`src/rtl/memslot_pkg.sv`:
```
package memslot_pkg;
  typedef enum logic {
    SLOT_CPU = 1'b0,
    SLOT_VID = 1'b1
  } slot_e;

  typedef struct packed {
    logic cs;
    logic rd;
    logic wr;
  } strobe_t;
endpackage

```
`src/rtl/memslot_seq.sv`:
```
module memslot_seq
  import memslot_pkg::*;
(
  input  logic  clk,
  input  logic  rst,
  output slot_e phase
);
  always_ff @(posedge clk) begin
    if (rst) phase <= SLOT_CPU;
    else     phase <= (phase == SLOT_CPU) ? SLOT_VID : SLOT_CPU;
  end

  p_phase_toggle_r2: assert property (@(posedge clk) disable iff (rst)
    (!$past(rst)) |-> (phase != $past(phase)));
endmodule

```
`src/rtl/memslot_drive.sv`:
```
module memslot_drive
  import memslot_pkg::*;
#(
  parameter int ADDR_W = 19,
  parameter int DATA_W = 8
) (
  input  logic              clk,
  input  logic              rst,
  input  slot_e             phase,
  input  logic              cpu_req,
  input  logic              cpu_we,
  input  logic [ADDR_W-1:0] cpu_addr,
  input  logic [DATA_W-1:0] cpu_wdata,
  input  logic              vid_req,
  input  logic [ADDR_W-1:0] vid_addr,
  output logic [ADDR_W-1:0] sram_addr,
  output strobe_t           strobe,
  output logic [DATA_W-1:0] dq_out,
  output logic              dq_oe,
  output logic              cap_cpu,
  output logic              cap_vid
);
  logic cpu_turn;
  assign cpu_turn = (phase == SLOT_CPU);

  always_comb begin
    strobe    = '0;
    sram_addr = '0;
    dq_out    = '0;
    dq_oe     = 1'b0;
    cap_cpu   = 1'b0;
    cap_vid   = 1'b0;
    if (cpu_turn) begin
      if (cpu_req) begin
        sram_addr = cpu_addr;
        strobe.cs = 1'b1;
        strobe.rd = !cpu_we;
        strobe.wr = cpu_we;
        dq_oe     = cpu_we;
        dq_out    = cpu_we ? cpu_wdata : '0;
        cap_cpu   = !cpu_we;
      end
    end else if (vid_req) begin
      sram_addr = vid_addr;
      strobe.cs = 1'b1;
      strobe.rd = 1'b1;
      cap_vid   = 1'b1;
    end
  end

  p_idle_quiet_r8: assert property (@(posedge clk) disable iff (rst)
    (cpu_turn && !cpu_req) |-> (!strobe.cs && !dq_oe));
  p_vid_readonly_r5: assert property (@(posedge clk) disable iff (rst)
    (!cpu_turn) |-> (!strobe.wr && !dq_oe));
endmodule

```
`src/rtl/memslot_capture.sv`:
```
module memslot_capture #(
  parameter int DATA_W = 8
) (
  input  logic              clk,
  input  logic              rst,
  input  logic              cap,
  input  logic [DATA_W-1:0] din,
  output logic [DATA_W-1:0] q,
  output logic              fresh
);
  always_ff @(posedge clk) begin
    if (rst) begin
      q     <= '0;
      fresh <= 1'b0;
    end else begin
      fresh <= cap;
      if (cap) q <= din;
    end
  end

  p_hold_r6: assert property (@(posedge clk) disable iff (rst)
    (!cap && !$past(rst)) |=> $stable(q));
  p_pulse_r7: assert property (@(posedge clk) disable iff (rst)
    fresh |-> (q == $past(din)));
endmodule

```
`src/rtl/memslot_mux.sv`:
```
module memslot_mux
  import memslot_pkg::*;
#(
  parameter int ADDR_W = 19,
  parameter int DATA_W = 8
) (
  input  logic              clk,
  input  logic              rst,
  output logic              slot_cpu,
  input  logic              cpu_req,
  input  logic              cpu_we,
  input  logic [ADDR_W-1:0] cpu_addr,
  input  logic [DATA_W-1:0] cpu_wdata,
  output logic [DATA_W-1:0] cpu_rdata,
  input  logic              vid_req,
  input  logic [ADDR_W-1:0] vid_addr,
  output logic [DATA_W-1:0] vid_rdata,
  output logic              vid_valid,
  output logic [ADDR_W-1:0] sram_addr,
  output logic              sram_cs,
  output logic              sram_rd_en,
  output logic              sram_wr_en,
  output logic [DATA_W-1:0] sram_dq_out,
  output logic              sram_dq_oe,
  input  logic [DATA_W-1:0] sram_dq_in
);
  slot_e   phase;
  strobe_t strobe;
  logic    cap_cpu, cap_vid, cpu_fresh;

  memslot_seq u_seq (.clk(clk), .rst(rst), .phase(phase));

  memslot_drive #(.ADDR_W(ADDR_W), .DATA_W(DATA_W)) u_drive (
    .clk(clk), .rst(rst), .phase(phase),
    .cpu_req(cpu_req), .cpu_we(cpu_we), .cpu_addr(cpu_addr), .cpu_wdata(cpu_wdata),
    .vid_req(vid_req), .vid_addr(vid_addr),
    .sram_addr(sram_addr), .strobe(strobe), .dq_out(sram_dq_out), .dq_oe(sram_dq_oe),
    .cap_cpu(cap_cpu), .cap_vid(cap_vid)
  );

  memslot_capture #(.DATA_W(DATA_W)) u_cap_cpu (
    .clk(clk), .rst(rst), .cap(cap_cpu), .din(sram_dq_in),
    .q(cpu_rdata), .fresh(cpu_fresh)
  );

  memslot_capture #(.DATA_W(DATA_W)) u_cap_vid (
    .clk(clk), .rst(rst), .cap(cap_vid), .din(sram_dq_in),
    .q(vid_rdata), .fresh(vid_valid)
  );

  assign slot_cpu   = (phase == SLOT_CPU);
  assign sram_cs    = strobe.cs;
  assign sram_rd_en = strobe.rd;
  assign sram_wr_en = strobe.wr;

  p_oe_write_only_r5: assert property (@(posedge clk) disable iff (rst)
    sram_dq_oe |-> (slot_cpu && sram_wr_en && !sram_rd_en));
  p_vid_valid_slot_r7: assert property (@(posedge clk) disable iff (rst)
    vid_valid |-> (slot_cpu && !$past(slot_cpu)));
  p_vid_single_r7: assert property (@(posedge clk) disable iff (rst)
    vid_valid |=> !vid_valid);
  p_cpu_fresh_slot_r6: assert property (@(posedge clk) disable iff (rst)
    cpu_fresh |-> !slot_cpu);
endmodule

```
`config.mk`:
```
export PLATFORM = sky130hd
export DESIGN_NAME = memslot_mux
export DESIGN_NICKNAME = d
export VERILOG_FILES = /design/src/rtl/memslot_pkg.sv /design/src/rtl/memslot_seq.sv /design/src/rtl/memslot_drive.sv /design/src/rtl/memslot_capture.sv /design/src/rtl/memslot_mux.sv
export SDC_FILE = /design/constraint.sdc
export NUM_CORES = 1
export LEC_CHECK = 0
export BUFFER_PORTS_ARGS = -buffer_cell sky130_fd_sc_hd__buf_2
export CAP_MARGIN = 20
export CORE_ASPECT_RATIO = 1.75
export CORE_MARGIN = 1.5
export CORE_UTILIZATION = 36
export CTS_CLUSTER_DIAMETER = 80
export DETAILED_ROUTE_END_ITERATION = 10
export PLACE_DENSITY = 0.91
export SLEW_MARGIN = 30
export SYNTH_ARGS = -nofsm -noshare
export SYNTH_HDL_FRONTEND = slang
export SYNTH_HIERARCHICAL = 1
export SYNTH_SLANG_ARGS = --single-unit
```
`constraint.sdc`:
```
create_clock -name clk -period 2.96 [get_ports clk]
set_input_delay 0.444 -clock clk [delete_from_list [all_inputs] [get_ports clk]]
set_output_delay 0.444 -clock clk [all_outputs]
set_load 0.02 [all_outputs]
```
* After elaboration in Yosys (flattened, before gate mapping)
Cells that the tools add are included.
** Cells by class
- Bitwise logic cells :: 1
- Multiplexer cells :: 17
- Reduce and logical (&&, ||, !) cells :: 1
** Operators by type and width (count)
- $mux W19 :: 3
- $mux W8 :: 3
- $mux W1 :: 8
- $mux W2 :: 2
- $mux W3 :: 1
- $logic_not A1 Y1 :: 1
- $not A1 Y1 :: 1
** Storage, ports and cells
- Output and inout port bits :: 49
- Word-level logic and storage cells :: 23
- Bits in registers :: 18

* Depth between registers and ports, before layout
- Depth in word-level cells :: 3
- Mapped depth :: 6
- Depth with buffers taken out :: 4

* Modules after synthesis
The synthesis kept the hierarchy.
** Modules (own cells, without submodules)
- memslot_capture :: sequential area each 180.2 um^2, instances 2, cells an instance 28, area an instance 312.8 um^2
- memslot_drive :: sequential area each 0.0 um^2, instances 1, cells an instance 41, area an instance 334.1 um^2
- memslot_seq :: sequential area each 20.0 um^2, instances 1, cells an instance 2, area an instance 23.8 um^2
- memslot_mux :: sequential area each 0.0 um^2, instances 1, cells an instance 1, area an instance 3.8 um^2

* Least setup slack after synthesis
No wires, ideal clock.
- Path type :: input -> output
- Start :: in cpu_req
- End :: out sram_addr[0]
- Required time :: 2.516 ns
- Stages :: 3
- Path buffers :: 1
- Arrival :: 1.018 ns
- Setup slack :: 1.498 ns
- Path through :: nor2b_2 -> buf_6 -> a22o_1
** On the way
- Word-level cells in the longest chain between the ends :: 2
** Ends and longest elaborated chain
- start: declaration :: line memslot_mux.sv:10 : input logic cpu_req,
- $mux W19 :: line memslot_drive.sv:34 : if (cpu_req) begin
- $mux W19 :: line memslot_drive.sv:33 : if (cpu_turn) begin
- end: declaration :: line memslot_mux.sv:19 : output logic [ADDR_W-1:0] sram_addr,
No other way between the ends.

* Worst setup path after layout
- Start :: reg u_seq.phase
- End :: out sram_addr[4]
** On the way
- Word-level cells in the longest chain between the ends :: 1
** Ends and longest elaborated chain
- start: declaration :: line memslot_seq.sv:6 : output slot_e phase
- start signal: assignment :: line memslot_seq.sv:10 : else phase <= (phase == SLOT_CPU) ? SLOT_VID : SLOT_CPU;
- $mux W19 :: line memslot_drive.sv:33
No other way between the ends.

==> metrics.md <==
| Metric | Value |
|---|---|
| Hold buffers post-CTS | 0 |
| TritonCTS Buffers | 3 |
| Routability cong. | 0.7689 |
| Hold Fails Final Rpt | 0 |
| Synth warnings | 6 |
| Int Power | 0.4291 mW |
| Share of total power in the clock network | 0.263 |
| Post-Layout Inst Area | 1489 um2 |
| Vias in the first global route | 1009 |
| Number of core rows | 24 |
| Largest net degree at the start of global routing | 29 |
| CP Class | flip-flop to primary output |
| Max IR drop VDD | 0.2804 mV |
| Status | completed |
| Num Clock Sinks | 18 |
| Final std cells w/o fill | 225 |
| Final WL | 3045 um |
| Htree depth | 1 |
| Power Density | 411.5 nW/um2 |
| Least-Margin Pin Slew | 0.7220 ns |
| Clock Tree Buf Depth | 2 |
| Congestion Overflow GR | 0 |
| Combinational power share | 0.314 |
| Post-Syn Instances | 98 |
| Post-DRT Antenna Nets | 0 |
| Sw Share | 0.2997 |
| HPWL after detailed placement | 2509 um |
| Antenna diode count | 0 |
| Crit share post-route | 0.7012 |
| Die area | 3000 um2 |
| P&R area growth vs syn | 54.95% |
| Core Region | 2522 um2 |
| Share of layout cells above drive strength 1 | 0.6030 |
| Clk_skew | 0.003040 ns |
| Drc violations | 0 |
| Seq pwr share | 0.423 |
| P_sw | 0.1836 mW |
| Setup-failing EPs final | 0 |
| Root Driver | clkbuf_8 |
| DRT iter0 DRCs | 8 |
| Critical Path AT | 1.63 ns |
| Syn_area_per_cell | 9.805 um2 |
| Power consumption | 0.6127 mW |
| GRT Total Usage | 0.1891 |
| Nets@finish | 260 |
| Initial antenna violation count | 0 |
| CP Data Required Time | 2.52 ns |
| Fin crit period | 2.076 ns |
| Postcts setup bufs | 0 |
| Initial Util | 0.3810 |
| Via-to-Cell Ratio | 4.902 |
| Worst-path fanout max | 20 |
| Rel. slew slack | 0.5165 |
| RSZ-0062 raised after global routing | no |
| Max-slew violation count | 0 |
| Dpl cell area | 1448 um2 |
| Dpl ws | 0.9629 ns |
| Maximum clock rate | 481.8 MHz |
| Mapped cell area | 960.9 um2 |
| Worst Hold Class | primary input to flip-flop |
| I/O Pins | 108 |
| Via count | 1103 |
| Die Ht | 71.35 um |
| Max_cap viols | 0 |
| Crit path launch type | flip-flop |
| Syn_nets | 157 |
| Drt pass-1 iters | 4 |
| Clock Pin Slew Worst Setup and Hold Paths | 0.06 ns |
| Final worst slack | 0.8843 ns |
| CP Capture Type | primary output |
| PostCTS Resize Cnt | 0 |
| Fill cells | 245 |
| Placed Instances | 222 |
| Leakage power | 0.8637 nW |
| Die W | 42.06 um |
| Worst-Skew Late Latency | 0.24 ns |
| TritonCTS clock tree | yes |
| Sum Neg Setup Slack | 0 ns |
| Port Buf Inserts | 107 |
| Wire per inst | 13.53 um |
| First-pass GRT wire length | 4485 um |
path summary, 6_finish.rpt:
kind / startpoint / endpoint / slack (ns) / depth (start not counted)
setup / recovery: u_seq/phase / sram_addr[4] / 0.88 / 3
hold / removal: sram_dq_in[2] / u_cap_cpu/q[2] / 0.44 / 3
setup reg to reg: u_seq/phase / u_cap_vid/q[6] / 1.54 / 4
hold reg to reg: u_cap_cpu/q[4] / u_cap_cpu/q[4] / 0.49 / 2
final cells by class:
class                           instances  area (um2)  area share
Clock buffer                            3       41.29     0.02773
Inverter                                2       7.507    0.005042
Multi-Input combinational cell         68       504.2      0.3387
Sequential cell                        18       360.3      0.2420
Tap cell                               26       32.53     0.02185
Timing Repair Buffer                  108       543.0      0.3647
cells in the final DEF, fill, tap and decap left out:
cell type    n
and3b_1      1
inv_1        1
nor2_1      18
buf_2      107
nor2b_2      1
a22o_1      19
nand2b_1     1
clkbuf_8     3
mux2i_1     16
dfxtp_1     18
nor2b_1      1
o21ai_0      1
inv_2        1
buf_4        1
nand2_1      2
and3_1       1
and2_4       7
state kept, by name, indices dropped and copies added, names as in the netlist:
name and flops:
u_cap_cpu/q 8, u_cap_vid/q 8, u_cap_vid/fresh 1, u_seq/phase 1
per-stage QoR:
stage | utilization | hold WS, ns
3_3_place_gp | 0.5739 | 0.4688
4_1_cts | 0.5903 | 0.4431
6_report | 0.5903 | 0.4442
2_1_floorplan | - | 0.4495
3_5_place_dp | 0.5739 | 0.4764
5_1_grt | 0.5903 | 0.4526
critical path: stages (launching register included):
cell and delay [ns]:
dfxtp_1 0.37, nor2b_2 0.60, a22o_1 0.25, buf_2 0.16
routing by layer:
layer	up-vias	share of wire	wire (um)	GRT usage
li1	544	-	-	-
met5	-	0	0	0
met1	481	0.34	1044	0.1858
met4	0	0.0056	17	0.05556
met3	5	0.15	453	0.1058
met2	73	0.50	1529	0.3351
power groups by stage:
stage                     clock [mW]  combinational [mW]  sequential (mW)
final                          0.161               0.192            0.259
after global routing           0.176               0.206            0.260
after CTS                      0.169               0.194            0.259
after detailed placement           0               0.194            0.264
after global placement             0               0.191            0.264
after floorplan                    0               0.110            0.276
Note: power is estimated with default switching activity, not from simulation.
